**src/rtl/tlb_pkg.sv**
```systemverilog
package tlb_pkg;

   typedef enum logic [1:0] {
      ACC_FETCH = 2'd0,
      ACC_LOAD  = 2'd1,
      ACC_STORE = 2'd2,
      ACC_RSVD  = 2'd3
   } acc_kind_e;

   typedef enum logic [1:0] {
      EXC_NONE     = 2'd0,
      EXC_REFILL   = 2'd1,
      EXC_INVALID  = 2'd2,
      EXC_MODIFIED = 2'd3
   } exc_code_e;

   localparam int SEL_CHAIN = 0;
   localparam int SEL_ISOLATE = 1;

endpackage

```
**src/rtl/tlb_entry_array.sv**
```systemverilog
module tlb_entry_array #(
   parameter int ENTRIES = 16,
   parameter int VPN_W   = 20,
   parameter int ASID_W  = 8,
   parameter int PFN_W   = 20,
   parameter int IDX_W   = $clog2(ENTRIES)
) (
   input  logic                     clk,
   input  logic                     rst_n,
   input  logic                     wr_en,
   input  logic [IDX_W-1:0]         wr_idx,
   input  logic [VPN_W-1:0]         wr_vpn,
   input  logic [ASID_W-1:0]        wr_asid,
   input  logic                     wr_global,
   input  logic [PFN_W-1:0]         wr_pfn,
   input  logic                     wr_nocache,
   input  logic                     wr_dirty,
   input  logic                     wr_valid,
   input  logic [VPN_W-1:0]         lk_vpn,
   input  logic [ASID_W-1:0]        lk_asid,
   output logic [ENTRIES-1:0]       hit_vec,
   output logic [ENTRIES*PFN_W-1:0] pfn_flat,
   output logic [ENTRIES-1:0]       nocache_vec,
   output logic [ENTRIES-1:0]       dirty_vec,
   output logic [ENTRIES-1:0]       valid_vec
);

   for (genvar i = 0; i < ENTRIES; i++) begin : g_ent
      logic [VPN_W-1:0]  vpn_q;
      logic [ASID_W-1:0] asid_q;
      logic [PFN_W-1:0]  pfn_q;
      logic              glob_q;
      logic              nc_q;
      logic              dirty_q;
      logic              valid_q;
      logic              inst_q;
      logic              sel_w;
      logic              vpn_eq;
      logic              asid_ok;

      assign sel_w = wr_en && (wr_idx == IDX_W'(i));

      always_ff @(posedge clk or negedge rst_n) begin
         if (!rst_n) begin
            vpn_q   <= '0;
            asid_q  <= '0;
            pfn_q   <= '0;
            glob_q  <= 1'b0;
            nc_q    <= 1'b0;
            dirty_q <= 1'b0;
            valid_q <= 1'b0;
            inst_q  <= 1'b0;
         end else if (sel_w) begin
            vpn_q   <= wr_vpn;
            asid_q  <= wr_asid;
            pfn_q   <= wr_pfn;
            glob_q  <= wr_global;
            nc_q    <= wr_nocache;
            dirty_q <= wr_dirty;
            valid_q <= wr_valid;
            inst_q  <= 1'b1;
         end
      end

      assign vpn_eq  = (vpn_q == lk_vpn);
      assign asid_ok = glob_q || (asid_q == lk_asid);

      assign hit_vec[i]                   = inst_q && vpn_eq && asid_ok;
      assign pfn_flat[i*PFN_W +: PFN_W]   = pfn_q;
      assign nocache_vec[i]               = nc_q;
      assign dirty_vec[i]                 = dirty_q;
      assign valid_vec[i]                 = valid_q;
   end

endmodule

```
**src/rtl/tlb_hit_select.sv**
```systemverilog
module tlb_hit_select #(
   parameter int ENTRIES   = 16,
   parameter int PFN_W     = 20,
   parameter int SEL_STYLE = tlb_pkg::SEL_CHAIN
) (
   input  logic [ENTRIES-1:0]       hit_vec,
   input  logic [ENTRIES*PFN_W-1:0] pfn_flat,
   input  logic [ENTRIES-1:0]       nocache_vec,
   input  logic [ENTRIES-1:0]       dirty_vec,
   input  logic [ENTRIES-1:0]       valid_vec,
   output logic                     any_hit,
   output logic                     multi,
   output logic [PFN_W-1:0]         sel_pfn,
   output logic                     sel_nocache,
   output logic                     sel_dirty,
   output logic                     sel_valid
);

   assign any_hit = |hit_vec;
   assign multi   = |(hit_vec & (hit_vec - ENTRIES'(1)));

   if (SEL_STYLE == tlb_pkg::SEL_CHAIN) begin : g_chain
      always_comb begin
         sel_pfn     = '0;
         sel_nocache = 1'b0;
         sel_dirty   = 1'b0;
         sel_valid   = 1'b0;
         for (int k = ENTRIES - 1; k >= 0; k--) begin
            if (hit_vec[k]) begin
               sel_pfn     = pfn_flat[k*PFN_W +: PFN_W];
               sel_nocache = nocache_vec[k];
               sel_dirty   = dirty_vec[k];
               sel_valid   = valid_vec[k];
            end
         end
      end
   end else begin : g_isolate
      logic [ENTRIES-1:0] first_hit;
      assign first_hit = hit_vec & ~(hit_vec - ENTRIES'(1));

      always_comb begin
         sel_pfn     = '0;
         sel_nocache = 1'b0;
         sel_dirty   = 1'b0;
         sel_valid   = 1'b0;
         for (int k = 0; k < ENTRIES; k++) begin
            sel_pfn     = sel_pfn | ({PFN_W{first_hit[k]}} & pfn_flat[k*PFN_W +: PFN_W]);
            sel_nocache = sel_nocache | (first_hit[k] & nocache_vec[k]);
            sel_dirty   = sel_dirty | (first_hit[k] & dirty_vec[k]);
            sel_valid   = sel_valid | (first_hit[k] & valid_vec[k]);
         end
      end
   end

endmodule

```
**src/rtl/tlb_xlate.sv**
```systemverilog
module tlb_xlate #(
   parameter int VA_W      = 32,
   parameter int PA_W      = 32,
   parameter int OFF_W     = 12,
   parameter int ASID_W    = 8,
   parameter int ENTRIES   = 16,
   parameter int SEL_STYLE = tlb_pkg::SEL_CHAIN,
   parameter int VPN_W     = VA_W - OFF_W,
   parameter int PFN_W     = PA_W - OFF_W,
   parameter int IDX_W     = $clog2(ENTRIES)
) (
   input  logic              clk,
   input  logic              rst_n,
   input  logic              req_valid,
   input  logic [VA_W-1:0]   req_vaddr,
   input  logic [1:0]        req_kind,
   input  logic              asid_wr_en,
   input  logic [ASID_W-1:0] asid_wr_data,
   input  logic              wr_en,
   input  logic [IDX_W-1:0]  wr_idx,
   input  logic [VPN_W-1:0]  wr_vpn,
   input  logic [ASID_W-1:0] wr_asid,
   input  logic              wr_global,
   input  logic [PFN_W-1:0]  wr_pfn,
   input  logic              wr_nocache,
   input  logic              wr_dirty,
   input  logic              wr_valid,
   output logic              rsp_valid,
   output logic [PA_W-1:0]   rsp_paddr,
   output logic              rsp_uncached,
   output logic [1:0]        rsp_exc,
   output logic [VA_W-1:0]   bad_vaddr,
   output logic              multi_hit
);
   import tlb_pkg::*;

   if (OFF_W < 1 || OFF_W >= VA_W || OFF_W >= PA_W) begin : g_bad_off
      $error("tlb_xlate: page offset width must be below both address widths");
   end
   if (ENTRIES < 2) begin : g_bad_depth
      $error("tlb_xlate: at least two entries are required");
   end
   if (SEL_STYLE != SEL_CHAIN && SEL_STYLE != SEL_ISOLATE) begin : g_bad_sel
      $error("tlb_xlate: unknown selector style");
   end

   logic [ASID_W-1:0]        cur_asid_q;
   logic [ENTRIES-1:0]       hit_vec;
   logic [ENTRIES*PFN_W-1:0] pfn_flat;
   logic [ENTRIES-1:0]       nc_vec;
   logic [ENTRIES-1:0]       dirty_vec;
   logic [ENTRIES-1:0]       valid_vec;
   logic                     any_hit;
   logic                     multi;
   logic [PFN_W-1:0]         sel_pfn;
   logic                     sel_nc;
   logic                     sel_dirty;
   logic                     sel_valid;
   exc_code_e                exc_d;
   logic [PA_W-1:0]          paddr_d;

   always_ff @(posedge clk or negedge rst_n) begin
      if (!rst_n)          cur_asid_q <= '0;
      else if (asid_wr_en) cur_asid_q <= asid_wr_data;
   end

   tlb_entry_array #(
      .ENTRIES (ENTRIES),
      .VPN_W   (VPN_W),
      .ASID_W  (ASID_W),
      .PFN_W   (PFN_W),
      .IDX_W   (IDX_W)
   ) u_array (
      .clk         (clk),
      .rst_n       (rst_n),
      .wr_en       (wr_en),
      .wr_idx      (wr_idx),
      .wr_vpn      (wr_vpn),
      .wr_asid     (wr_asid),
      .wr_global   (wr_global),
      .wr_pfn      (wr_pfn),
      .wr_nocache  (wr_nocache),
      .wr_dirty    (wr_dirty),
      .wr_valid    (wr_valid),
      .lk_vpn      (req_vaddr[VA_W-1:OFF_W]),
      .lk_asid     (cur_asid_q),
      .hit_vec     (hit_vec),
      .pfn_flat    (pfn_flat),
      .nocache_vec (nc_vec),
      .dirty_vec   (dirty_vec),
      .valid_vec   (valid_vec)
   );

   tlb_hit_select #(
      .ENTRIES   (ENTRIES),
      .PFN_W     (PFN_W),
      .SEL_STYLE (SEL_STYLE)
   ) u_select (
      .hit_vec     (hit_vec),
      .pfn_flat    (pfn_flat),
      .nocache_vec (nc_vec),
      .dirty_vec   (dirty_vec),
      .valid_vec   (valid_vec),
      .any_hit     (any_hit),
      .multi       (multi),
      .sel_pfn     (sel_pfn),
      .sel_nocache (sel_nc),
      .sel_dirty   (sel_dirty),
      .sel_valid   (sel_valid)
   );

   always_comb begin
      if (!any_hit)
         exc_d = EXC_REFILL;
      else if (!sel_valid)
         exc_d = EXC_INVALID;
      else if (req_kind == ACC_STORE && !sel_dirty)
         exc_d = EXC_MODIFIED;
      else
         exc_d = EXC_NONE;
   end

   assign paddr_d = {sel_pfn, req_vaddr[OFF_W-1:0]};

   always_ff @(posedge clk or negedge rst_n) begin
      if (!rst_n) begin
         rsp_valid    <= 1'b0;
         rsp_exc      <= EXC_NONE;
         rsp_paddr    <= '0;
         rsp_uncached <= 1'b0;
         bad_vaddr    <= '0;
         multi_hit    <= 1'b0;
      end else begin
         rsp_valid <= req_valid;
         if (req_valid) begin
            rsp_exc      <= exc_d;
            rsp_paddr    <= (exc_d == EXC_NONE) ? paddr_d : '0;
            rsp_uncached <= (exc_d == EXC_NONE) && sel_nc;
            if (exc_d != EXC_NONE) bad_vaddr <= req_vaddr;
            if (multi)             multi_hit <= 1'b1;
         end else begin
            rsp_exc      <= EXC_NONE;
            rsp_paddr    <= '0;
            rsp_uncached <= 1'b0;
         end
      end
   end

endmodule

```
**config.mk**
```make
export PLATFORM = sky130hd
export DESIGN_NAME = tlb_xlate
export DESIGN_NICKNAME = d
export VERILOG_FILES = /design/src/rtl/tlb_pkg.sv /design/src/rtl/tlb_entry_array.sv /design/src/rtl/tlb_hit_select.sv /design/src/rtl/tlb_xlate.sv
export SDC_FILE = /design/constraint.sdc
export NUM_CORES = 2
export LEC_CHECK = 0
export BUFFER_PORTS_ARGS = -buffer_cell sky130_fd_sc_hd__clkbuf_2
export CAP_MARGIN = 10
export CORE_MARGIN = 2
export CORE_UTILIZATION = 50
export CTS_CLUSTER_SIZE = 40
export DETAILED_ROUTE_END_ITERATION = 10
export PLACE_DENSITY = 0.67
export SLEW_MARGIN = 30
export SYNTH_ARGS = -nofsm -noshare
export SYNTH_HDL_FRONTEND = slang
export SYNTH_SLANG_ARGS = --single-unit
```
**constraint.sdc**
```tcl
create_clock -name clk -period 8.24 [get_ports clk]
set_clock_uncertainty 0.05 [all_clocks]
set_input_delay 0.412 -clock clk [delete_from_list [all_inputs] [get_ports clk]]
set_output_delay 0.412 -clock clk [all_outputs]
set_load 0.01 [all_outputs]
```
# Yosys cells after proc, flatten, opt, wreduce, memory -nomap -nowiden

Index checks and enable logic that the tools add are counted.

Bitwise gates (word level): 1
Mux-type cells: 71
Reductions and logical operators: 74
Equal/unequal tests: 48
Add/subtract/negate cells: 1

Operators by type and width:

| operator              | number |
|---|---|
| $eq 20x20->1          | 16 |
| $mux 20               | 16 |
| $eq 8x8->1            | 16 |
| $mux 32               | 2 |
| $logic_and 1x1->1     | 50 |
| $mux 1                | 49 |
| $eq 4x4->1 const B    | 8 |
| $reduce_or 16->1      | 2 |
| $and 16x16->16        | 1 |
| $eq 4x3->1 const B    | 4 |
| $logic_or 1x1->1      | 16 |
| $sub 16x1->16 const B | 1 |
| $eq 4x2->1 const B    | 2 |
| $mux 2                | 4 |
| $eq 4x1->1 const B    | 1 |
| $logic_not 4->1       | 1 |
| $reduce_and 2->1      | 2 |
| $eq 2x2->1 const B    | 1 |
| $logic_not 2->1       | 1 |
| $reduce_bool 2->1     | 1 |
| $logic_not 1->1       | 1 |

Output and inout port bits: 69
Input bits: 103
Register bits: 925

# Depth between registers and ports, before layout

Depth after elaboration: 27
Gate-level depth with buffers: 14
Mapped depth without buffers: 10

# Cells and area by module

From an unflattened synthesis, not the netlist that was laid out.

Cells, all modules: 3374
Area, all modules: 43898.4 um2

Modules (own cells, without submodules):

| module          | area each (um2) | instances | cells an instance | seq. area each (um2) |
|---|---|---|---|---|
| tlb_entry_array | 37000.5         | 1         | 2586              | 21220.4 |
| tlb_hit_select  | 4065.1          | 1         | 622               | 0.0 |
| tlb_xlate       | 2832.7          | 1         | 166               | 1926.8 |

# Least setup slack after synthesis

OpenSTA, ideal clock, no wires.

Path type: input port to flip-flop
Start: in req_vaddr[25]
End: reg bad_vaddr[10]
Arrival time: 3.289 ns
Data required time: 8.065 ns
Setup slack: 4.777 ns
Stages on the path: 11
Path through: buf_4 -> xor2_1 -> or4_4 -> nor4_4 -> a41oi_1 -> a221o_1 -> a2111oi_2 -> o211ai_2 -> o21ai_4 -> buf_4 -> mux2_2

Word-level cells in the longest chain between the ends: 26

RTL lines:

| what                            | line                  | text |
|---|---|---|
| start: declaration              | tlb_xlate.sv:15       | `input logic [VA_W-1:0] req_vaddr,` |
| $eq 20x20->1                    | tlb_entry_array.sv:65 | `assign vpn_eq = (vpn_q == lk_vpn);` |
| $logic_and 1x1->1 (2 in series) | tlb_entry_array.sv:68 | `assign hit_vec[i] = inst_q && vpn_eq && asid_ok;` |
| $mux 1 (16 in series)           | tlb_hit_select.sv:29  | `if (hit_vec[k]) begin` |
| $logic_not 1->1                 | tlb_xlate.sv:117      | `else if (req_kind == ACC_STORE && !sel_dirty)` |
| $logic_and 1x1->1               | tlb_xlate.sv:117      |  |
| $mux 2                          | tlb_xlate.sv:117      |  |
| $mux 2                          | tlb_xlate.sv:115      | `else if (!sel_valid)` |
| $mux 2 *                        | tlb_xlate.sv:113      | `if (!any_hit)` |
| $reduce_bool 2->1 *             | tlb_xlate.sv:139      | `if (exc_d != EXC_NONE) bad_vaddr <= req_vaddr;` |
| $reduce_and 2->1 (no line) *    | n/a                   |  |
| end signal: assignment          | tlb_xlate.sv:139      |  |
| end: declaration                | tlb_xlate.sv:32       | `output logic [VA_W-1:0] bad_vaddr,` |

Mark *: on every way between the ends. The rest lies on a longest branch, timed or not.
A chain may end at the register's enable or synchronous reset.

# Worst setup path in the final report

Start: reg cur_asid_q[5]
End: reg bad_vaddr[6]

Word-level cells in the longest chain between the ends: 26

RTL lines:

| what                         | line                  | text |
|---|---|---|
| start: declaration           | tlb_xlate.sv:47       | `logic [ASID_W-1:0] cur_asid_q;` |
| start signal: assignment     | tlb_xlate.sv:64       | `else if (asid_wr_en) cur_asid_q <= asid_wr_data;` |
| $eq 8x8->1                   | tlb_entry_array.sv:66 | `assign asid_ok = glob_q \|\| (asid_q == lk_asid);` |
| $logic_or 1x1->1             | tlb_entry_array.sv:66 |  |
| $logic_and 1x1->1            | tlb_entry_array.sv:68 |  |
| $mux 1 (16 in series)        | tlb_hit_select.sv:29  |  |
| $logic_not 1->1              | tlb_xlate.sv:117      |  |
| $logic_and 1x1->1            | tlb_xlate.sv:117      |  |
| $mux 2                       | tlb_xlate.sv:117      |  |
| $mux 2                       | tlb_xlate.sv:115      |  |
| $mux 2 *                     | tlb_xlate.sv:113      |  |
| $reduce_bool 2->1 *          | tlb_xlate.sv:139      |  |
| $reduce_and 2->1 (no line) * | n/a                   |  |

Marks and branches as above.

==> results.py <==
metrics = {
    "power_and_ir_drop": {
        "p_total_mw": 13.1,
        "p_seq_frac": 0.469,
        "p_clk_frac": 0.374,
        "power_frac_comb": 0.156,
        "ir_drop_v": 0.000168,
        "cellPowerDensity_nw_per_um2": 267,
        "p_leak_nw": 21.1,
        "p_int_mw": 9.69,
        "p_switching_mw": 3.41,
        "switching_share": 0.260,
    },
    "placement": {
        "place_area_um2": 45200,
        "dpl.hpwl_um": 72700,
        "post-place-cells": 4493,
        "numPortBuffers": 171,
        "place.gp.congestion": 0.796,
    },
    "detailed_routing": {
        "remaining_drc_errors": 0,
        "viasPerCell": 6.01,
        "drt-total-wl_um": 122000,
        "firstDrtPassIters": 5,
        "drtIter0Drc": 2296,
        "vias": 28200,
        "ant_nets": 0,
        "avgRoutedWirePerCell_um": 25.9,
    },
    "clocking": {
        "clock_path_buffers": 3,
        "clock_latency_ns": 0.67,
        "cts.clk_slew.worst_paths_ns": 0.06,
        "cts_resized": 0,
        "cts_tree": "built",
        "cts_sinks": 925,
        "h-tree-depth": 3,
        "root_buffer": "clkbuf_16",
        "cts_buffers": 98,
    },
    "critical_path": {
        "crit_end": "bad_vaddr[6]",
        "start_kind": "register",
        "cp-end-kind": "register",
        "crit_required_ns": 8.73,
        "critical-path-top-delay-family": "simple AND/OR/NAND/NOR gates",
        "crit_start": "cur_asid_q[5]",
        "slowest_stage": "dfrtp_1",
        "r2r_cells": 13,
        "rr_endpoint": "bad_vaddr[6]",
        "arrival_ns": 5.74,
        "ff2ff_setup_slack_ns": 2.99,
        "critPathKind": "reg2reg",
        "crit-reg2reg-launch": "cur_asid_q[5]",
        "path_depth": 13,
        "crit_buf_inv": 3,
        "slowest_delay_ns": 0.97,
        "cp_max_fo": 48,
        "path_cells": "xor2_1 -> nor4_1 -> a21oi_1 -> nor4_2 -> buf_4 -> mux2_2 -> o2111ai_1 -> a32oi_1 -> o21ai_2 -> o21ai_4 -> buf_16 -> buf_16 -> mux2_2",
    },
    "min_path": {
        "worstHoldPathType": "in2reg",
    },
    "finish": {
        "fillCellCount": 7024,
        "nets": 3575,
        "syn_to_final_growth_pct": 13.6,
        "stdcell_count": 4698,
        "diodes": 0,
        "drive_gt1_frac": 0.371,
        "final_cell_area_um2": 49100,
    },
    "logic_synthesis": {
        "yosys.cell_types.count": 62,
        "yosysSeqAreaShare": 0.535,
        "synth_nets": 3495,
        "synthCells": 3392,
        "yosys.area.top_type": "dfrtp_1",
        "synth_edf_count": 0,
        "synthesis.area_um2": 43200,
        "syn_avg_cell_area_um2": 12.7,
        "synth-warning-count": 0,
        "synthTopCellsByArea": "dfrtp_1, mux2_2, xor2_1",
        "synthArstFlopShare": 1.00,
        "yosys_most_used_dff": "dfrtp_1",
        "synth-seq-cells": 925,
        "yosysTopAreaCellShare": 0.535,
    },
    "global_routing": {
        "overflow": 0,
        "grt_pass1_vias": 28600,
        "grt_max_degree": 169,
        "grt_use_total": 0.274,
        "grt_pass1_wl_um": 185000,
        "antenna_found_initial": 0,
    },
    "timing": {
        "clock.fmax_mhz": 190,
        "min_period_ns": 5.25,
        "rsz0062_at_grt": "no",
        "report.final.slew_viol_count": 0,
        "slew_headroom": 0.334,
        "setup_viol": 0,
        "period_share": 0.638,
        "finalHoldViolations": 0,
        "setup_tns_ns": 0,
        "tightest_slew_ns": 0.995,
    },
    "die": {
        "die_y_um": 298,
        "rows": 107,
        "die_x_um": 298,
        "fp.dieArea_um2": 88900,
        "core-area_um2": 85400,
        "pin_count": 172,
        "initial_utilization": 0.506,
    },
    "job": {
        "max_cap_viol_count": 0,
    },
    "run_status": {
        "status": "finished, final reports clean",
    },
}
-- state kept, by name, indices dropped and copies added, names as in the netlist --
register / cells
rsp_exc: 2
u_array.g_ent.pfn_q: 320
u_array.g_ent.glob_q: 16
rsp_uncached: 1
u_array.g_ent.nc_q: 16
rsp_valid: 1
u_array.g_ent.asid_q: 128
u_array.g_ent.inst_q: 16
u_array.g_ent.vpn_q: 320
multi_hit: 1
cur_asid_q: 8
u_array.g_ent.valid_q: 16
rsp_paddr: 32
bad_vaddr: 32
u_array.g_ent.dirty_q: 16
-- through the flow --
stage,hold WS (ns),util,worst slack [ns]
floorplan,0.0664,-,4.78
global placement,0.400,0.527,2.22
detailed placement,0.402,0.530,2.94
CTS,0.107,0.574,3.04
global route,0.181,0.575,2.78
finish,0.130,0.575,2.99
-- logic make-up (layout without fill, tap and decap cells) --
family / Yosys count / after routing / share of synthesized area
DFF: 925 / 925 / 0.535
buffers and inverters: 308 / 470 / 0.0294
muxes: 870 / 870 / 0.226
and+or+nand+nor: 459 / 459 / 0.0551
AOI/OAI and AO/OA: 380 / 380 / 0.0632
xor gates and xnor gates: 448 / 448 / 0.0907
adders and majority gates: 2 / 2 / 0.000463
-- repair_timing --
action | CTS | global route
endpoints found under the hold margin | 132 | 0
hold buffers | 22 | 0
setup buffers | 0 | 0
-- Yosys cell counts (9+ instances only) --
library cell / count
nor3_1: 33
or2_2: 11
a2111oi_2: 12
nor4_1: 65
mux2_1: 9
nand4_1: 56
clkbuf_1: 192
nor3b_1: 13
o21ai_0: 139
nor2_1: 67
nand3_1: 20
inv_1: 31
o221ai_1: 43
buf_1: 21
or4_1: 11
a21oi_1: 79
and3_1: 12
nand2_1: 134
a221oi_1: 21
dfrtp_1: 925
xor2_1: 237
xnor2_1: 211
mux2i_1: 22
buf_2: 55
nand2b_1: 15
mux2_2: 839
a221o_1: 23
o211ai_1: 26
-- tightest hold or removal path, delay by kind of cell --
| family | cells | cell delay, ns |
|---|---|---|
| AND/OR/NAND/NOR | 1 | 0.10 |
| buffers and inverters | 1 | 0.21 |
| AO/OA/AOI/OAI | 1 | 0.07 |
-- power groups by stage --
| stage | clock [mW] | combinational [mW] | sequential [mW] |
|---|---|---|---|
| 6_report | 4.91 | 2.05 | 6.15 |
| 5_1_grt | 5.15 | 2.24 | 6.26 |
| 4_1_cts | 4.98 | 2.05 | 6.13 |
| 3_5_place_dp | 0 | 2.03 | 6.21 |
| 3_3_place_gp | 0 | 1.97 | 6.17 |
| 2_1_floorplan | 0 | 1.54 | 6.04 |
-- placed cells by master, fill, tap and decap left out, drive strengths merged, types with 2 or more instances in the layout --
master,instances
a2111oi,24
a21o,2
a21oi,79
a221o,23
a221oi,21
a41o,6
and2,2
and3,12
buf,65
bufinv,20
clkbuf,303
clkinv,23
clkinvlp,2
dfrtp,925
dlygate4sd3,22
inv,35
maj3,2
mux2,848
mux2i,22
nand2,134
nand2b,15
nand3,20
nand3b,2
nand4,56
nor2,67
nor2b,3
nor3,34
nor3b,13
nor4,67
o2111ai,2
o211ai,27
o21ai,141
o221ai,43
o311ai,2
or2,11
or3,8
or4,12
xnor2,211
xor2,237
-- layer usage --
layer / share of wire / GRT usage / up-vias
met5: 0 / 0 / -
met4: 0.024 / 0.0739 / 0
met3: 0.054 / 0.0378 / 177
met2: 0.46 / 0.435 / 818
met1: 0.46 / 0.394 / 15000
li1: - / - / 12200
-- area by class of cell --
class | instances | area [um2] | area share
well taps | 1144 | 1430 | 0.0291
clock inverters | 49 | 788 | 0.0160
repair buffers | 257 | 1790 | 0.0364
inverters | 31 | 116 | 0.00237
multi-input cells | 2159 | 19000 | 0.387
flip-flops and latches | 925 | 23100 | 0.471
clock buffers | 133 | 2820 | 0.0573
-- worst min-delay path by stage --
stage / endpoint / start / cells after the start / slack, ns
finish: u_array.g_ent[10].pfn_q[8] / wr_pfn[8] / 3 / 0.13
global route: cur_asid_q[6] / asid_wr_en / 2 / 0.18
CTS: u_array.g_ent[10].pfn_q[8] / wr_pfn[8] / 3 / 0.11
detailed placement: u_array.g_ent[11].inst_q / u_array.g_ent[11].inst_q / 1 / 0.40
global placement: u_array.g_ent[12].inst_q / u_array.g_ent[12].inst_q / 1 / 0.40
floorplan: bad_vaddr[0] / rst_n / 0 / 0.07
(Power assumes the default switching activity.)
